**src/rtl/cardhost_pkg.sv**
```systemverilog
package cardhost_pkg;

    localparam int DW       = 32;
    localparam int AW       = 12;
    localparam int IW       = AW - 2;
    localparam int ST_W     = 22;
    localparam int CLR_W    = 11;
    localparam int LEN_W    = 16;
    localparam int CTL_W    = 8;
    localparam int NIRQ     = 2;
    localparam int NRESP    = 4;
    localparam int RCMD_W   = 6;
    localparam int CMD_EN   = 10;
    localparam int FCNT_W   = LEN_W + 1;

    // word indices (byte offset >> 2)
    localparam logic [IW-1:0] W_POWER  = 10'h000;
    localparam logic [IW-1:0] W_CLOCK  = 10'h001;
    localparam logic [IW-1:0] W_ARG    = 10'h002;
    localparam logic [IW-1:0] W_CMD    = 10'h003;
    localparam logic [IW-1:0] W_RCMD   = 10'h004;
    localparam logic [IW-1:0] W_RESP0  = 10'h005;
    localparam logic [IW-1:0] W_DTIMER = 10'h009;
    localparam logic [IW-1:0] W_DLEN   = 10'h00A;
    localparam logic [IW-1:0] W_DCTRL  = 10'h00B;
    localparam logic [IW-1:0] W_DCNT   = 10'h00C;
    localparam logic [IW-1:0] W_STATUS = 10'h00D;
    localparam logic [IW-1:0] W_CLEAR  = 10'h00E;
    localparam logic [IW-1:0] W_MASK0  = 10'h00F;
    localparam logic [IW-1:0] W_MASK1  = 10'h010;
    localparam logic [IW-1:0] W_FCNT   = 10'h012;

    typedef struct packed {
        logic [CTL_W-1:0]              power;
        logic [CTL_W-1:0]              clock;
        logic [DW-1:0]                 arg;
        logic [DW-1:0]                 cmd;
        logic [RCMD_W-1:0]             rcmd;
        logic [NRESP-1:0][DW-1:0]      resp;
        logic [DW-1:0]                 dtimer;
        logic [LEN_W-1:0]              dlen;
        logic [CTL_W-1:0]              dctrl;
        logic [LEN_W-1:0]              dcnt;
        logic [NIRQ-1:0][DW-1:0]       mask;
        logic                          hold;
        logic                          cmd_start;
        logic                          data_start;
    } regs_t;

    function automatic logic in_fifo_win(input logic [IW-1:0] idx);
        return idx[IW-1:4] == 6'h02;
    endfunction

    function automatic logic in_id_area(input logic [IW-1:0] idx);
        return idx[IW-1:3] == 7'h7F;
    endfunction

    function automatic logic [7:0] id_byte(input logic [2:0] k);
        case (k)
            3'd0:    return 8'h81;
            3'd1:    return 8'h11;
            3'd2:    return 8'h04;
            3'd3:    return 8'h00;
            3'd4:    return 8'h0D;
            3'd5:    return 8'hF0;
            3'd6:    return 8'h05;
            default: return 8'hB1;
        endcase
    endfunction

endpackage

```
**src/rtl/cardhost_status.sv**
```systemverilog
module cardhost_status
    import cardhost_pkg::*;
(
    input  logic                     clk,
    input  logic                     rst_n,
    input  logic [ST_W-1:0]          set_bits,
    input  logic                     clr_en,
    input  logic [CLR_W-1:0]         clr_bits,
    input  logic [NIRQ-1:0][DW-1:0]  masks,
    output logic [ST_W-1:0]          status,
    output logic [NIRQ-1:0]          irq
);
    localparam int PAD = DW - ST_W;

    logic [ST_W-1:0] status_d, status_q;
    logic [ST_W-1:0] clr_mask;

    always_comb begin
        clr_mask = clr_en ? {{(ST_W-CLR_W){1'b0}}, clr_bits} : '0;
        // a set arriving with a clear wins
        status_d = (status_q & ~clr_mask) | set_bits;
    end

    always_ff @(posedge clk) begin
        if (!rst_n) status_q <= '0;
        else        status_q <= status_d;
    end

    assign status = status_q;

    for (genvar g = 0; g < NIRQ; g++) begin : g_irq
        assign irq[g] = |({{PAD{1'b0}}, status_q} & masks[g]);
    end

endmodule

```
**src/rtl/cardhost_rdmux.sv**
```systemverilog
module cardhost_rdmux
    import cardhost_pkg::*;
(
    input  logic [IW-1:0]   idx,
    input  regs_t           r,
    input  logic [ST_W-1:0] status,
    input  logic [DW-1:0]   fifo_rdata,
    input  logic            fifo_empty,
    output logic [DW-1:0]   rdata
);
    logic [FCNT_W-1:0] words_left;

    always_comb begin
        words_left = ({1'b0, r.dcnt} + FCNT_W'(3)) >> 2;
        rdata = '0;
        if (in_id_area(idx)) begin
            rdata = DW'(id_byte(idx[2:0]));
        end else if (in_fifo_win(idx)) begin
            rdata = fifo_empty ? '0 : fifo_rdata;
        end else begin
            case (idx)
                W_POWER:  rdata = DW'(r.power);
                W_CLOCK:  rdata = DW'(r.clock);
                W_ARG:    rdata = r.arg;
                W_CMD:    rdata = r.cmd;
                W_RCMD:   rdata = DW'(r.rcmd);
                W_RESP0:  rdata = r.resp[0];
                W_RESP0 + 10'd1: rdata = r.resp[1];
                W_RESP0 + 10'd2: rdata = r.resp[2];
                W_RESP0 + 10'd3: rdata = r.resp[3];
                W_DTIMER: rdata = r.dtimer;
                W_DLEN:   rdata = DW'(r.dlen);
                W_DCTRL:  rdata = DW'(r.dctrl);
                W_DCNT:   rdata = DW'(r.dcnt);
                W_STATUS: rdata = DW'(status);
                W_MASK0:  rdata = r.mask[0];
                W_MASK1:  rdata = r.mask[1];
                W_FCNT:   rdata = DW'(words_left);
                default:  rdata = '0;
            endcase
        end
    end

endmodule

```
**src/rtl/cardhost_regs.sv**
```systemverilog
module cardhost_regs
    import cardhost_pkg::*;
(
    input  logic                   clk,
    input  logic                   rst_n,
    input  logic [AW-1:0]          bus_addr,
    input  logic                   bus_wr,
    input  logic                   bus_rd,
    input  logic [DW-1:0]          bus_wdata,
    output logic [DW-1:0]          bus_rdata,
    output logic                   irq_a,
    output logic                   irq_b,
    output logic                   cmd_start,
    input  logic                   cmd_done,
    input  logic                   resp_load,
    input  logic [RCMD_W-1:0]      resp_cmd_in,
    input  logic [NRESP*DW-1:0]    resp_words,
    output logic                   data_start,
    output logic                   data_run,
    input  logic                   data_tick,
    input  logic                   data_idle,
    input  logic [ST_W-1:0]        status_set,
    output logic                   fifo_push,
    output logic [DW-1:0]          fifo_wdata,
    output logic                   fifo_pop,
    input  logic [DW-1:0]          fifo_rdata,
    input  logic                   fifo_empty
);
    regs_t           r_d, r_q;
    logic [IW-1:0]   idx;
    logic [ST_W-1:0] status_q;
    logic [NIRQ-1:0] irq;
    logic            clr_en;
    logic            win;
    logic            hold_q;
    logic            cmd_en_q;
    logic [LEN_W-1:0] dcnt_q;

    assign idx    = bus_addr[AW-1:2];
    assign win    = in_fifo_win(idx);
    assign clr_en = bus_wr && (idx == W_CLEAR);

    always_comb begin
        r_d            = r_q;
        r_d.cmd_start  = 1'b0;
        r_d.data_start = 1'b0;

        if (cmd_done)  r_d.cmd[CMD_EN] = 1'b0;
        if (data_idle) r_d.dctrl[0]    = 1'b0;
        if (data_tick && (r_q.dcnt != '0)) r_d.dcnt = r_q.dcnt - 1'b1;
        if (resp_load) begin
            r_d.rcmd = resp_cmd_in;
            r_d.resp = resp_words;
        end

        if (bus_rd) begin
            if (idx == W_STATUS || idx == W_FCNT) r_d.hold = 1'b0;
            else if (win && !fifo_empty)           r_d.hold = 1'b1;
        end

        if (bus_wr) begin
            case (idx)
                W_POWER:  r_d.power  = bus_wdata[CTL_W-1:0];
                W_CLOCK:  r_d.clock  = bus_wdata[CTL_W-1:0];
                W_ARG:    r_d.arg    = bus_wdata;
                W_CMD: begin
                    r_d.cmd       = bus_wdata;
                    r_d.cmd_start = bus_wdata[CMD_EN];
                end
                W_DTIMER: r_d.dtimer = bus_wdata;
                W_DLEN:   r_d.dlen   = bus_wdata[LEN_W-1:0];
                W_DCTRL: begin
                    r_d.dctrl = bus_wdata[CTL_W-1:0];
                    if (bus_wdata[0]) begin
                        r_d.dcnt       = r_q.dlen;
                        r_d.data_start = 1'b1;
                    end
                end
                W_MASK0:  r_d.mask[0] = bus_wdata;
                W_MASK1:  r_d.mask[1] = bus_wdata;
                default: ;
            endcase
        end
    end

    always_ff @(posedge clk) begin
        if (!rst_n) r_q <= '0;
        else        r_q <= r_d;
    end

    cardhost_status u_status (
        .clk      (clk),
        .rst_n    (rst_n),
        .set_bits (status_set),
        .clr_en   (clr_en),
        .clr_bits (bus_wdata[CLR_W-1:0]),
        .masks    (r_q.mask),
        .status   (status_q),
        .irq      (irq)
    );

    cardhost_rdmux u_rdmux (
        .idx        (idx),
        .r          (r_q),
        .status     (status_q),
        .fifo_rdata (fifo_rdata),
        .fifo_empty (fifo_empty),
        .rdata      (bus_rdata)
    );

    assign irq_a      = irq[0];
    assign irq_b      = irq[1];
    assign cmd_start  = r_q.cmd_start;
    assign data_start = r_q.data_start;
    assign data_run   = r_q.dctrl[0] && !r_q.hold;
    assign fifo_push  = bus_wr && win && (r_q.dcnt != '0);
    assign fifo_wdata = bus_wdata;
    assign fifo_pop   = bus_rd && win && !fifo_empty;

    assign hold_q   = r_q.hold;
    assign cmd_en_q = r_q.cmd[CMD_EN];
    assign dcnt_q   = r_q.dcnt;

endmodule

```
**config.mk**
```make
export PLATFORM = sky130hd
export DESIGN_NAME = cardhost_regs
export DESIGN_NICKNAME = d
export VERILOG_FILES = /design/src/rtl/cardhost_pkg.sv /design/src/rtl/cardhost_status.sv /design/src/rtl/cardhost_rdmux.sv /design/src/rtl/cardhost_regs.sv
export SDC_FILE = /design/constraint.sdc
export NUM_CORES = 1
export LEC_CHECK = 0
export BUFFER_PORTS_ARGS = -buffer_cell sky130_fd_sc_hd__buf_4
export CORE_ASPECT_RATIO = 1.2
export CORE_MARGIN = 4
export CORE_UTILIZATION = 40
export DETAILED_ROUTE_END_ITERATION = 8
export PLACE_DENSITY_LB_ADDON = 0.12
export SYNTH_ARGS = -nofsm -noshare
export SYNTH_HDL_FRONTEND = slang
export SYNTH_SLANG_ARGS = --single-unit
```
**constraint.sdc**
```tcl
create_clock -name clk -period 5.6 [get_ports clk]
set_input_delay 1.68 -clock clk [delete_from_list [all_inputs] [get_ports clk]]
set_output_delay 1.68 -clock clk [all_outputs]
set_load 0.02 [all_outputs]
```
==> impl_metrics.json, run 1 <==
{
  "final_cells": 2961,
  "clock_skew_ps": 14.2,
  "synth.most_common_cell": "nand2_1",
  "drt_pass1_iterations": 5,
  "placementRows": 84,
  "drive_above_1_share_pct": 23.1,
  "synthesis.nets": 2362,
  "power.share.clock_pct": 39.3,
  "layout_min_cycle_time_ps": 5560,
  "drt-wirelength-per-cell_um": 28.0,
  "ir_drop_v": 0.000197,
  "fin_setup_tns_ps": 0,
  "via_per_inst": 5.99,
  "initial_core_util_pct": 40.4,
  "criticalPathCategory": "primary input to primary output",
  "async_reset_ff_share_pct": 0,
  "synth_seq_cells": 375,
  "reg2reg_setup_slack_ps": 3270,
  "detail-route-antenna-nets": 0,
  "syn_inst": 2120,
  "syn_to_final_growth_pct": 25.0,
  "synthTopCellsByArea": "dfxtp_1, mux2i_1, nand2_1",
  "clock_latency_ps": 560,
  "first_global_vias": 16977,
  "switchingPower_mw": 1.97,
  "cp-end-kind": "primary output",
  "place_congestion": 0.971,
  "grt_pass1_wl_um": 117000,
  "dp.cells": 2892,
  "powerDensity_nw_per_um2": 307,
  "grt_remaining_overflow": 0,
  "ys_types": 77,
  "yosysTopAreaCell": "dfxtp_1",
  "htreeDepth": 2,
  "pin_count": 312,
  "synth_area_um2": 17700,
  "clock-sinks": 375,
  "max-slew-margin-rel_pct": 18.9,
  "fin_ws_ps": 40.5,
  "final_hold_viol_count": 0,
  "clockBufferDepth": 3,
  "p_comb_share_pct": 16.6,
  "io_buffers": 309,
  "drv_slew": 0,
  "yosysWarnings": 0,
  "worstPathRequired_ps": 3920,
  "cellInternalPower_mw": 4.81,
  "initialDrtViolationCount": 1620,
  "grt_max_degree": 97,
  "max_freq_ghz": 0.180,
  "avgSynthCellArea_um2": 8.34,
  "cp_data_arrival_time_ps": 3880,
  "rsz0062_at_grt": "false",
  "seq_area_frac_synth_pct": 42.5,
  "outcome": "finished clean",
  "synth_edf_count": 0,
  "fillers": 4288,
  "switching_share_pct": 29.1,
  "finalNetCount": 2618,
  "cts_tree": "built",
  "tightestPinTransition_ps": 1210,
  "antenna_found_initial": 1,
  "dp.final_hpwl_um": 60600,
  "die_width_um": 200,
  "coreArea_um2": 43700,
  "drv_cap": 0,
  "drt-total-wl_um": 82800,
  "cts_root_buf": "clkbuf_16",
  "place_ws_ps": 18.9,
  "drc": 0,
  "grt_usage_pct": 33.4,
  "p_seq_share_pct": 44.1,
  "synth_common_cells": "nand2_1, dfxtp_1, a21oi_1, nor2_1, mux2i_1",
  "cp-start-kind": "primary input",
  "die_y_um": 238,
  "die-area_um2": 47600,
  "synthFlopType": "dfxtp_1",
  "via_count": 17746,
  "yosys.area.top_type_share_pct": 42.5,
  "path_clk_slew_ps": 60,
  "final-setup-viol-count": 0,
  "hp-class": "register to register",
  "cts-buffers-inserted": 41,
  "cts_hold_buf": 0,
  "diodes": 0,
  "p_leak_nw": 8.87,
  "final.period_utilization_pct": 99.3,
  "cp_max_fo": 13
}
## final cells by class
cell class / count / area, um2 / area share, %
multi-input combinational: 1522 / 9190 / 41.6
timing repair buffer: 431 / 3400 / 15.4
clock inverter: 12 / 115 / 0.521
tap: 559 / 699 / 3.16
inverter: 5 / 26.3 / 0.119
sequential: 375 / 7510 / 34.0
clock buffer: 57 / 1170 / 5.28
## metrics by stage
stage / power [mW] / util (%) / hold WS, ps / cell area [um2]
finish: 6.78 / 50.6 / 450 / 22100
global route: 7.00 / 50.6 / 459 / 22100
CTS: 6.80 / 50.5 / 449 / 22100
detailed placement: 4.15 / 47.6 / 442 / 20800
global placement: 4.13 / 47.6 / 434 / 20800
floorplan: 3.68 / - / 427 / 17700
## critical path, stage by stage
cell	delay, ps
buf_4	120
or4_4	710
nor4_4	570
buf_4	210
buf_4	100
nand2_1	50
o2111ai_1	190
buf_4	220
## cell usage in the layout, fill, tap and decap left out, types with 17 or more instances in the layout
| cell | n |
|---|---|
| a221oi_1 | 19 |
| dfxtp_1 | 375 |
| nand2_1 | 382 |
| a22oi_1 | 59 |
| a21oi_1 | 221 |
| o21ai_0 | 37 |
| nor3_1 | 21 |
| a22o_1 | 26 |
| nor2_1 | 215 |
| mux2i_1 | 186 |
| mux2_2 | 22 |
| buf_4 | 417 |
| a32oi_1 | 17 |
| clkbuf_16 | 41 |
| nand4_1 | 20 |
| nand3_1 | 72 |
## power groups by stage
stage | registers, mW | clock network (mW) | logic (mW)
2_1_floorplan | 2.90 | 0 | 0.775
3_3_place_gp | 3.04 | 0 | 1.09
3_5_place_dp | 3.04 | 0 | 1.11
4_1_cts | 2.99 | 2.69 | 1.12
5_1_grt | 3.00 | 2.80 | 1.20
6_report | 2.99 | 2.66 | 1.13
## cell families after synthesis
kind of cell               count (synthesis)  synth area share (%)
DFF                                      375                  42.5
xor gates and xnor gates                  24                  1.19
buffers and inverters                    223                  5.89
muxes                                    212                  12.4
and+or+nand+nor                          794                  19.8
adders and majority gates                  1                0.0708
AOI/OAI and AO/OA                        491                  18.2
## flip-flops by register name (all words and copies together), names as in the netlist
name and cells:
u_status.status 22, cmd_en_q 1, r_q 333, cmd_start 1, data_start 1, hold_q 1
dcnt_q 16
## worst paths after layout
kind	startpoint	end	depth (start not counted)
setup / recovery	bus_addr[8]	bus_rdata[11]	8
hold / removal	r_q[307]	r_q[307]	2
setup reg to reg	dcnt_q[12]	dcnt_q[1]	5
hold reg to reg	r_q[307]	r_q[307]	2
## layer usage
layer | track usage (%) | vias to the layer above | routed length, um
met5 | 0 | - | 12
met4 | 21.8 | 2 | 6530
met3 | 4.04 | 252 | 5360
met2 | 57.0 | 910 | 40300
met1 | 39.5 | 8599 | 30600
li1 | - | 7983 | -
## what timing repair did
item / CTS / global route
gates resized for setup: 0 / 1
setup buffers: 0 / 0
endpoints found under the setup margin: 0 / 2
Power figures use the tool's default switching activity.
==> inputs of run 2 (changes only) <==
--- a/config.mk
+++ b/config.mk
@@ -5,6 +5,7 @@
 export SDC_FILE = /design/constraint.sdc
 export NUM_CORES = 1
 export LEC_CHECK = 0
+export ABC_AREA = 1
 export BUFFER_PORTS_ARGS = -buffer_cell sky130_fd_sc_hd__buf_4
 export CORE_ASPECT_RATIO = 1.2
 export CORE_MARGIN = 4
==> run 2 against run 1 <==
Fmax increased by 3.1%. Clock power increased by 12%. Clock skew increased by 2.6 ps. Die area increased by 0.22%. Routed wire length decreased by 10%. Highest routed layer unchanged.
==> impl_metrics.json, run 2 <==
{
  "dpl_cell_area_um2": 20500,
  "initialDrtViolationCount": 1370,
  "reg2regPathDepth": 13,
  "die-area_um2": 47700,
  "io_buffers": 309,
  "synth_edf_count": 0,
  "syn_to_final_growth_pct": 23.8,
  "crit_end": "bus_rdata[1]",
  "placementRows": 84,
  "drt_pass1_iterations": 5,
  "worstPathRequired_ps": 3920,
  "initial_core_util_pct": 40.4,
  "largest-register": "r_q",
  "drv_slew": 0,
  "dp.final_hpwl_um": 54800,
  "htreeDepth": 2,
  "first_global_vias": 17564,
  "drive_above_1_share_pct": 17.9,
  "cp-end-kind": "primary output",
  "cp_common_cell": "buf_4",
  "synth_seq_cells": 375,
  "drt-total-wl_um": 74600,
  "ys_types": 48,
  "synth_area_um2": 17700,
  "cts_tree": "built",
  "cts_root_buf": "clkbuf_16",
  "multi_input_area_um2": 8290,
  "drc": 0,
  "synthTopCellsByArea": "dfxtp_1, o21ai_0, nor2_1",
  "layout_min_cycle_time_ps": 5390,
  "drv_cap": 0,
  "clock-sinks": 375,
  "via_per_inst": 5.38,
  "max_freq_ghz": 0.185,
  "largest_reg_flops": 333,
  "yosys.area.top_type_share_pct": 42.4,
  "area.sequential_um2": 7510,
  "synth_common_cells": "nor2_1, o21ai_0, dfxtp_1, nand2_1, inv_1",
  "criticalPathCategory": "primary input to primary output",
  "cts_hold_buf": 0,
  "cp-start-kind": "primary input",
  "seq_area_frac_synth_pct": 42.4,
  "drt-wirelength-per-cell_um": 21.8,
  "cts_setup_buffers": 0,
  "grt_usage_pct": 29.7,
  "grt_pass1_wl_um": 109000,
  "ir_drop_v": 0.000218,
  "avgSynthCellArea_um2": 6.86,
  "cts.repair.resized": 0,
  "syn_inst": 2585,
  "grt_remaining_overflow": 0,
  "finalNetCount": 3064,
  "stdcell_area_um2": 21900,
  "clockBufferDepth": 3,
  "path_clk_slew_ps": 60,
  "final.period_utilization_pct": 96.3,
  "yosysWarnings": 0,
  "cp_cell_sequence": "buf_4, inv_2, nand2_1, nor2_4, nand2_2, nor2_1, nand3_1, nand3_1, nor2_1, buf_4, nand4_1, buf_4",
  "tightestPinTransition_ps": 1200,
  "cp_data_arrival_time_ps": 3710,
  "detail-route-antenna-nets": 0,
  "powerDensity_nw_per_um2": 314,
  "place_congestion": 0.951,
  "grt_max_degree": 174,
  "synthFlopType": "dfxtp_1",
  "final_hold_viol_count": 0,
  "dp.cells": 3338,
  "final_cells": 3414,
  "crit_buf_inv": 4,
  "rr_endpoint": "dcnt_q[6]",
  "cp_max_fo": 6,
  "fin_setup_tns_ps": 0,
  "final_common_cell": "nor2_1",
  "pin_count": 312,
  "cp_slowest_stage_delay_ps": 450,
  "cp_slowest_cell": "nor2_1",
  "p_leak_nw": 9.32,
  "crit_family": "simple AND/OR/NAND/NOR gates",
  "coreArea_um2": 43800,
  "antenna_found_initial": 3,
  "clock_skew_ps": 16.8,
  "max-slew-margin-rel_pct": 19.8,
  "clock_latency_ps": 550,
  "report.power.total_mw": 6.88,
  "crit_cells": 12,
  "final-setup-viol-count": 0,
  "via_count": 18366,
  "cts-buffers-inserted": 41,
  "reg2reg_from": "dcnt_q[1]",
  "layout_common_cells": "nor2_1, o21ai_0, dfxtp_1",
  "fillers": 4477,
  "reg2reg_setup_slack_ps": 3300,
  "rsz0062_at_grt": "false",
  "synthesis.nets": 2827,
  "yosysTopAreaCell": "dfxtp_1",
  "die_width_um": 200,
  "async_reset_ff_share_pct": 0,
  "die_y_um": 239,
  "hp-class": "register to register",
  "critPathLaunch": "bus_addr[2]",
  "outcome": "finished clean",
  "synth.most_common_cell": "nor2_1"
}
-- run 2: cells by family (layout without fill, tap and decap cells) --
logic type,count (synthesis),after routing,share of synthesized area (%)
AND/OR/NAND/NOR,1073,1073,26.2
AO/OA/AOI/OAI,682,682,20.2
buffers and inverters,447,716,10.9
flip-flops,375,375,42.4
XOR/XNOR,7,7,0.346
adder cells (fa/ha/maj),1,1,0.0706
other,0,1,0
-- run 2: tightest hold or removal path, delay by kind of cell (launching register included) --
family	cells	cell delay, ps
AOI/OAI and AO/OA	1	50
buffers and inverters	1	50
DFF	1	310
-- run 2: worst min path at each step --
| stage | from | endpoint | slack (ps) | cells after the start |
|---|---|---|---|---|
| 2_1_floorplan | r_q[119] | r_q[119] | 420 | 2 |
| 3_3_place_gp | r_q[121] | r_q[121] | 430 | 2 |
| 5_1_grt | r_q[112] | r_q[112] | 460 | 2 |
| 6_report | r_q[120] | r_q[120] | 450 | 2 |
| 3_5_place_dp | r_q[121] | r_q[121] | 440 | 2 |
| 4_1_cts | r_q[121] | r_q[121] | 450 | 2 |
-- run 2: metrics by stage --
stage	util [%]	hold WS (ps)	worst slack [ps]
finish	50.0	447	209
global route	50.0	462	94.4
CTS	50.0	446	265
detailed placement	46.7	437	269
global placement	46.7	433	213
floorplan	-	424	863
-- run 2: layer usage --
metal / GRT usage, % / routed length, um / up-vias
met4: 14.9 / 4160 / 2
li1: - / - / 8909
met5: 0 / 14 / -
met2: 52.7 / 36800 / 729
met3: 5.12 / 4750 / 171
met1: 34.7 / 28900 / 8555
-- run 2: power breakdown --
part           internal [mW]  leakage [nW]  switching (mW)
combinational          0.350          5.52           0.609
clock                   1.81         0.730            1.17
sequential              2.79          3.06           0.149
total                   4.95          9.32            1.93
-- run 2: layout make-up --
type / count / share of cell area, %
Clock buffer: 55 / 5.37
Timing Repair Buffer: 378 / 13.5
Antenna cell: 1 / 0.0114
Clock inverter: 20 / 1.33
Tap cell: 559 / 3.19
Multi-Input combinational cell: 1763 / 37.8
Sequential cell: 375 / 34.2
Inverter: 263 / 4.54
